`config.mk`:
```
export PLATFORM = sky130hd
export DESIGN_NAME = rtc_alarm_cmp
export DESIGN_NICKNAME = d
export VERILOG_FILES = /design/src/rtl/rtc_alarm_pkg.sv /design/src/rtl/rtc_alarm_regs.sv /design/src/rtl/rtc_alarm_match.sv /design/src/rtl/rtc_alarm_irq.sv /design/src/rtl/rtc_alarm_cmp.sv
export SDC_FILE = /design/constraint.sdc
export NUM_CORES = 1
export LEC_CHECK = 0
export BUFFER_PORTS_ARGS = -buffer_cell sky130_fd_sc_hd__buf_2
export CAP_MARGIN = 30
export CORE_ASPECT_RATIO = 0.8
export CORE_MARGIN = 4
export CORE_UTILIZATION = 51
export CTS_BUF_LIST = sky130_fd_sc_hd__clkbuf_4 sky130_fd_sc_hd__clkbuf_8 sky130_fd_sc_hd__clkbuf_16
export DETAILED_ROUTE_END_ITERATION = 7
export GPL_TIMING_DRIVEN = 1
export PLACE_DENSITY = 0.78
export SYNTH_ARGS = -nofsm -noshare
export SYNTH_HDL_FRONTEND = slang
export SYNTH_SLANG_ARGS = --single-unit
```
`constraint.sdc`:
```
create_clock -name clk -period 1.8 [get_ports clk]
set_input_delay 0.36 -clock clk [delete_from_list [all_inputs] [get_ports clk]]
set_output_delay 0.36 -clock clk [all_outputs]
set_load 0.01 [all_outputs]
```
`src/rtl/rtc_alarm_pkg.sv`:
```
package rtc_alarm_pkg;

   localparam int unsigned NFIELD = 4;
   localparam int unsigned SEL_W  = 3;

   typedef enum logic [SEL_W-1:0] {
      SEL_SEC  = 3'd0,
      SEL_MIN  = 3'd1,
      SEL_HOUR = 3'd2,
      SEL_DATE = 3'd3,
      SEL_ENA  = 3'd4
   } reg_sel_e;

   // repeat code bit i comes from bit 7 of alarm field i (0 sec .. 3 date)
   typedef enum logic [NFIELD-1:0] {
      RPT_EVERY_SEC  = 4'b1111,
      RPT_EVERY_MIN  = 4'b1110,
      RPT_EVERY_HOUR = 4'b1100,
      RPT_EVERY_DAY  = 4'b1000,
      RPT_EVERY_MON  = 4'b0000
   } rpt_code_e;

   // fields that must agree for a given repeat code; bit i = field i
   function automatic logic [NFIELD-1:0] field_mask(input logic [NFIELD-1:0] code);
      logic [NFIELD-1:0] m;
      case (code)
         RPT_EVERY_MIN:  m = 4'b0001;
         RPT_EVERY_HOUR: m = 4'b0011;
         RPT_EVERY_DAY:  m = 4'b0111;
         RPT_EVERY_MON:  m = 4'b1111;
         default:        m = 4'b0000;
      endcase
      return m;
   endfunction

endpackage

```
`src/rtl/rtc_alarm_regs.sv`:
```
module rtc_alarm_regs
   import rtc_alarm_pkg::*;
#(
   parameter int unsigned DW      = 8,
   parameter int unsigned IRQ_BIT = 0,
   parameter int unsigned BKP_BIT = 1
) (
   input  logic                 clk,
   input  logic                 rst_n,
   input  logic                 wr_en,
   input  logic [SEL_W-1:0]     wr_sel,
   input  logic [DW-1:0]        wr_data,
   output logic [NFIELD*DW-1:0] alm_flat,
   output logic                 irq_en,
   output logic                 bkp_en
);

   generate
      if (IRQ_BIT >= DW || BKP_BIT >= DW || IRQ_BIT == BKP_BIT) begin : g_bad_bits
         $error("rtc_alarm_regs: enable bit positions invalid");
      end
   endgenerate

   genvar gi;
   generate
      for (gi = 0; gi < NFIELD; gi++) begin : g_field
         logic [DW-1:0] byte_q;
         always_ff @(posedge clk or negedge rst_n) begin
            if (!rst_n) begin
               byte_q <= '0;
            end else if (wr_en && (wr_sel == SEL_W'(gi))) begin
               byte_q <= wr_data;
            end
         end
         assign alm_flat[gi*DW +: DW] = byte_q;
      end
   endgenerate

   always_ff @(posedge clk or negedge rst_n) begin
      if (!rst_n) begin
         irq_en <= 1'b0;
         bkp_en <= 1'b0;
      end else if (wr_en && (wr_sel == SEL_ENA)) begin
         irq_en <= wr_data[IRQ_BIT];
         bkp_en <= wr_data[BKP_BIT];
      end
   end

endmodule

```
`src/rtl/rtc_alarm_match.sv`:
```
module rtc_alarm_match
   import rtc_alarm_pkg::*;
#(
   parameter int unsigned DW = 8,
   localparam int unsigned TW = DW - 1
) (
   input  logic [NFIELD*DW-1:0] alm_flat,
   input  logic [NFIELD*TW-1:0] cur_flat,
   output logic                 hit
);

   logic [NFIELD-1:0] rpt_code;
   logic [NFIELD-1:0] field_eq;
   logic [NFIELD-1:0] need;
   logic              disabled;

   genvar gi;
   generate
      for (gi = 0; gi < NFIELD; gi++) begin : g_cmp
         assign rpt_code[gi] = alm_flat[gi*DW + TW];
         assign field_eq[gi] = (alm_flat[gi*DW +: TW] == cur_flat[gi*TW +: TW]);
      end
   endgenerate

   assign need     = field_mask(rpt_code);
   assign disabled = (alm_flat[(NFIELD-1)*DW +: DW] == '0) && (rpt_code == '0);
   assign hit      = !disabled && (&(field_eq | ~need));

endmodule

```
`src/rtl/rtc_alarm_irq.sv`:
```
module rtc_alarm_irq #(
   parameter bit IRQ_REG = 1'b0
) (
   input  logic clk,
   input  logic rst_n,
   input  logic tick,
   input  logic hit,
   input  logic flag_rd,
   input  logic irq_en,
   input  logic bkp_en,
   input  logic backup,
   output logic alarm_flag,
   output logic irq_n
);

   logic flag_q;
   logic irq_req;

   // a fresh match outranks a clearing read
   always_ff @(posedge clk or negedge rst_n) begin
      if (!rst_n) begin
         flag_q <= 1'b0;
      end else if (tick && hit) begin
         flag_q <= 1'b1;
      end else if (flag_rd) begin
         flag_q <= 1'b0;
      end
   end

   assign alarm_flag = flag_q;
   assign irq_req    = flag_q && irq_en && (!backup || bkp_en);

   generate
      if (IRQ_REG) begin : g_irq_reg
         logic irq_q;
         always_ff @(posedge clk or negedge rst_n) begin
            if (!rst_n) begin
               irq_q <= 1'b0;
            end else begin
               irq_q <= irq_req;
            end
         end
         assign irq_n = !irq_q;
      end else begin : g_irq_comb
         assign irq_n = !irq_req;
      end
   endgenerate

endmodule

```
`src/rtl/rtc_alarm_cmp.sv`:
```
module rtc_alarm_cmp
   import rtc_alarm_pkg::*;
#(
   parameter int unsigned DW      = 8,
   parameter bit          IRQ_REG = 1'b0,
   localparam int unsigned TW     = DW - 1
) (
   input  logic             clk,
   input  logic             rst_n,
   input  logic             tick,
   input  logic [TW-1:0]    cur_sec,
   input  logic [TW-1:0]    cur_min,
   input  logic [TW-1:0]    cur_hour,
   input  logic [TW-1:0]    cur_date,
   input  logic             wr_en,
   input  logic [SEL_W-1:0] wr_sel,
   input  logic [DW-1:0]    wr_data,
   input  logic             flag_rd,
   input  logic             backup,
   output logic             alarm_flag,
   output logic             irq_n
);

   generate
      if (DW < 8) begin : g_bad_dw
         $error("rtc_alarm_cmp: DW must hold a BCD field plus a repeat bit");
      end
   endgenerate

   logic [NFIELD*DW-1:0] alm_flat;
   logic [NFIELD*TW-1:0] cur_flat;
   logic                 irq_en;
   logic                 bkp_en;
   logic                 hit;

   assign cur_flat = {cur_date, cur_hour, cur_min, cur_sec};

   rtc_alarm_regs #(.DW(DW)) u_regs (
      .clk      (clk),
      .rst_n    (rst_n),
      .wr_en    (wr_en),
      .wr_sel   (wr_sel),
      .wr_data  (wr_data),
      .alm_flat (alm_flat),
      .irq_en   (irq_en),
      .bkp_en   (bkp_en)
   );

   rtc_alarm_match #(.DW(DW)) u_match (
      .alm_flat (alm_flat),
      .cur_flat (cur_flat),
      .hit      (hit)
   );

   rtc_alarm_irq #(.IRQ_REG(IRQ_REG)) u_irq (
      .clk        (clk),
      .rst_n      (rst_n),
      .tick       (tick),
      .hit        (hit),
      .flag_rd    (flag_rd),
      .irq_en     (irq_en),
      .bkp_en     (bkp_en),
      .backup     (backup),
      .alarm_flag (alarm_flag),
      .irq_n      (irq_n)
   );

endmodule

```
==> results.json <==
{
  "drv_cap": 0,
  "crit_fanout": 2,
  "setup_tns_ns": 0,
  "root_buffer": "clkbuf_8",
  "synth_nets": 175,
  "final_cell_count_no_fill": 221,
  "grt_start_max_net_pins": 36,
  "vias": 1200,
  "switching_share": 0.2802,
  "endpoint_kind": "flip-flop",
  "highest_layer": "met4",
  "synthArstFlopShare": 1.000,
  "first_iter_violations": 41,
  "clkTransAtPathRegs_ns": 0.06,
  "leakage_uw": 0.0009242,
  "synth_edf_count": 0,
  "yosysMostFrequentCell": "dfrtp_1",
  "netlist_area_mm2": 0.001732,
  "portBuffers": 46,
  "synth_cell_types": 23,
  "start_kind": "flip-flop",
  "drt-total-wl_um": 3794,
  "ios": 47,
  "met1Wirelength_um": 1633,
  "diodes": 0,
  "route.met3.wl_um": 228,
  "drv_slew": 0,
  "status": "finished, final reports clean",
  "fin_crit_sh": 0.7891,
  "dp.cells": 215,
  "synthTopCellsByCount": "dfrtp_1, mux2_2, xnor2_1",
  "p_per_area_mw_per_mm2": 1025,
  "seq_power_share": 0.520,
  "synth_top_area_frac": 0.5058,
  "setup_viol": 0,
  "grt_overflow": 0,
  "dieArea_mm2": 0.004398,
  "route.met2.wl_um": 1878,
  "gp_congestion": 0.8435,
  "ys_top_cells_by_area": "dfrtp_1, mux2_2, xnor2_1",
  "post_cts_resized": 0,
  "core_area_mm2": 0.003176,
  "p_int_uw": 1532,
  "htree_levels": 2,
  "finClkSkew_ns": 0.002364,
  "grt_pass1_wl_um": 6003,
  "power_uw": 2129,
  "yosysWarnings": 0,
  "tightest_slew_ns": 0.7702,
  "ir_drop_uv": 543.0,
  "rsz0062_at_grt": "false",
  "nets": 227,
  "first_pass_iters": 4,
  "fin_crit_ns": 1.420,
  "critPathRequiredTime_ns": 2.00,
  "die_w_um": 73.15,
  "clkPwrFrac": 0.246,
  "postLayoutCoreUtil": 0.6541,
  "drc": 0,
  "syn_to_final_growth_pct": 19.94,
  "cts_max_path_buffers": 2,
  "yosysSeqAreaShare": 0.5058,
  "cts_tree": "yes",
  "synth_top_area_cell": "dfrtp_1",
  "start_util": 0.5453,
  "antenna_found_initial": 0,
  "cp.arrival_ns": 1.62,
  "rows": 18,
  "clock.fmax_ghz": 0.7040,
  "power.switching_uw": 596.6,
  "grt_pass1_vias": 1297,
  "grt_util_all_layers": 0.1935,
  "synth.avg_cell_area_um2": 13.32,
  "synthCells": 130,
  "dp.final_hpwl_um": 2947,
  "hold_buffers": 0,
  "cts_made_buffers": 5,
  "vias_per_cell": 5.430,
  "synth_ff_type": "dfrtp_1",
  "comb_power_share": 0.233,
  "fill_cells": 239,
  "worstSetupPathType": "reg -> reg",
  "clkSinkCount": 35,
  "drive_gt1_frac": 0.5028,
  "wl_per_cell_um": 17.17,
  "hp-class": "in -> async",
  "ant_nets": 0,
  "post_cts_buffers": 0,
  "ys_ff_latch": 35,
  "max_slew_margin": 0.4866,
  "insertion_delay_ns": 0.28,
  "die-height_um": 60.12,
  "hold_violations": 0
}
==> final cells by class <==
class | instances | area, µm² | area share
flip-flops and latches | 35 | 875.8 | 0.4217
multi-input cells | 92 | 837.1 | 0.4030
repair buffers | 46 | 230.2 | 0.1108
clock buffers | 6 | 76.32 | 0.03675
well taps | 40 | 50.05 | 0.02410
inverters | 2 | 7.507 | 0.003614
==> cells in the final DEF (no fill, tap or decap), types with 2 or more instances in the layout <==
| cell | synthesis | layout |
|---|---|---|
| inv_1 | 2 | 2 |
| nand2_1 | 3 | 3 |
| clkbuf_8 | 0 | 5 |
| xnor2_1 | 16 | 16 |
| nand4_1 | 4 | 4 |
| xor2_1 | 12 | 12 |
| dfrtp_1 | 35 | 35 |
| o41ai_1 | 2 | 2 |
| nor4_1 | 4 | 4 |
| mux2_2 | 34 | 34 |
| a21oi_1 | 2 | 2 |
| buf_2 | 0 | 46 |
| a211oi_1 | 2 | 2 |
| nor3_1 | 3 | 3 |
==> logic make-up (layout without fill, tap and decap cells) <==
group	Yosys count	in the layout	synth area share
flip-flops	35	35	0.5058
multiplexers	34	34	0.2211
XOR/XNOR	28	28	0.1416
AND/OR/NAND/NOR	22	22	0.08815
AO/OA/AOI/OAI	8	8	0.03252
buffers and inverters	3	54	0.01084
==> layer usage <==
layer,vias to the layer above,track usage
li1,570,-
met1,590,0.2279
met2,33,0.3299
met3,7,0.06387
met4,0,0.07105
met5,-,0
==> sequential cells by signal, indices dropped and copies added (netlist names) <==
register / cells
u_regs.g_field.byte_q: 32
u_regs.irq_en: 1
u_irq.alarm_flag: 1
u_regs.bkp_en: 1
==> worst max-delay path: stages, from the launching register on <==
cell,delay [ns]
dfrtp_1,0.39
xnor2_1,0.15
nand4_1,0.13
o41ai_1,0.32
a31oi_1,0.15
nor3_1,0.20
==> power groups by stage <==
stage / registers, µW / clock network, µW / logic [µW]
finish: 1110 / 524 / 496
detailed placement: 1120 / 0 / 499
global route: 1130 / 572 / 549
floorplan: 1080 / 0 / 346
global placement: 1110 / 0 / 472
CTS: 1110 / 540 / 503
==> path summary, 6_finish.rpt <==
| kind | from | endpoint | slack, ns | cells after the start |
|---|---|---|---|---|
| max | u_regs.g_field[1].byte_q[5] | u_irq.alarm_flag | 0.38 | 5 |
| min in group clk | wr_data[7] | u_regs.g_field[3].byte_q[7] | 0.36 | 2 |
| min reg2reg | u_regs.bkp_en | u_regs.bkp_en | 0.51 | 1 |
| min | rst_n | u_regs.g_field[1].byte_q[0] | 0.15 | 1 |
| max in group asynchronous | rst_n | u_regs.g_field[1].byte_q[6] | 1.16 | 1 |
| max reg2reg | u_regs.g_field[1].byte_q[5] | u_irq.alarm_flag | 0.38 | 5 |
==> stage by stage <==
step                      setup slack, ns  hold slack [ns]  area (µm²)
after CTS                          0.3733           0.1673        2077
after floorplan                    0.4596          0.06441        1732
after global routing               0.2365           0.2031        2077
final                              0.3796           0.1476        2077
after detailed placement           0.2283           0.4761        2001
after global placement             0.2633           0.4567        2001
No activity file was read; power rests on OpenSTA's default activity.
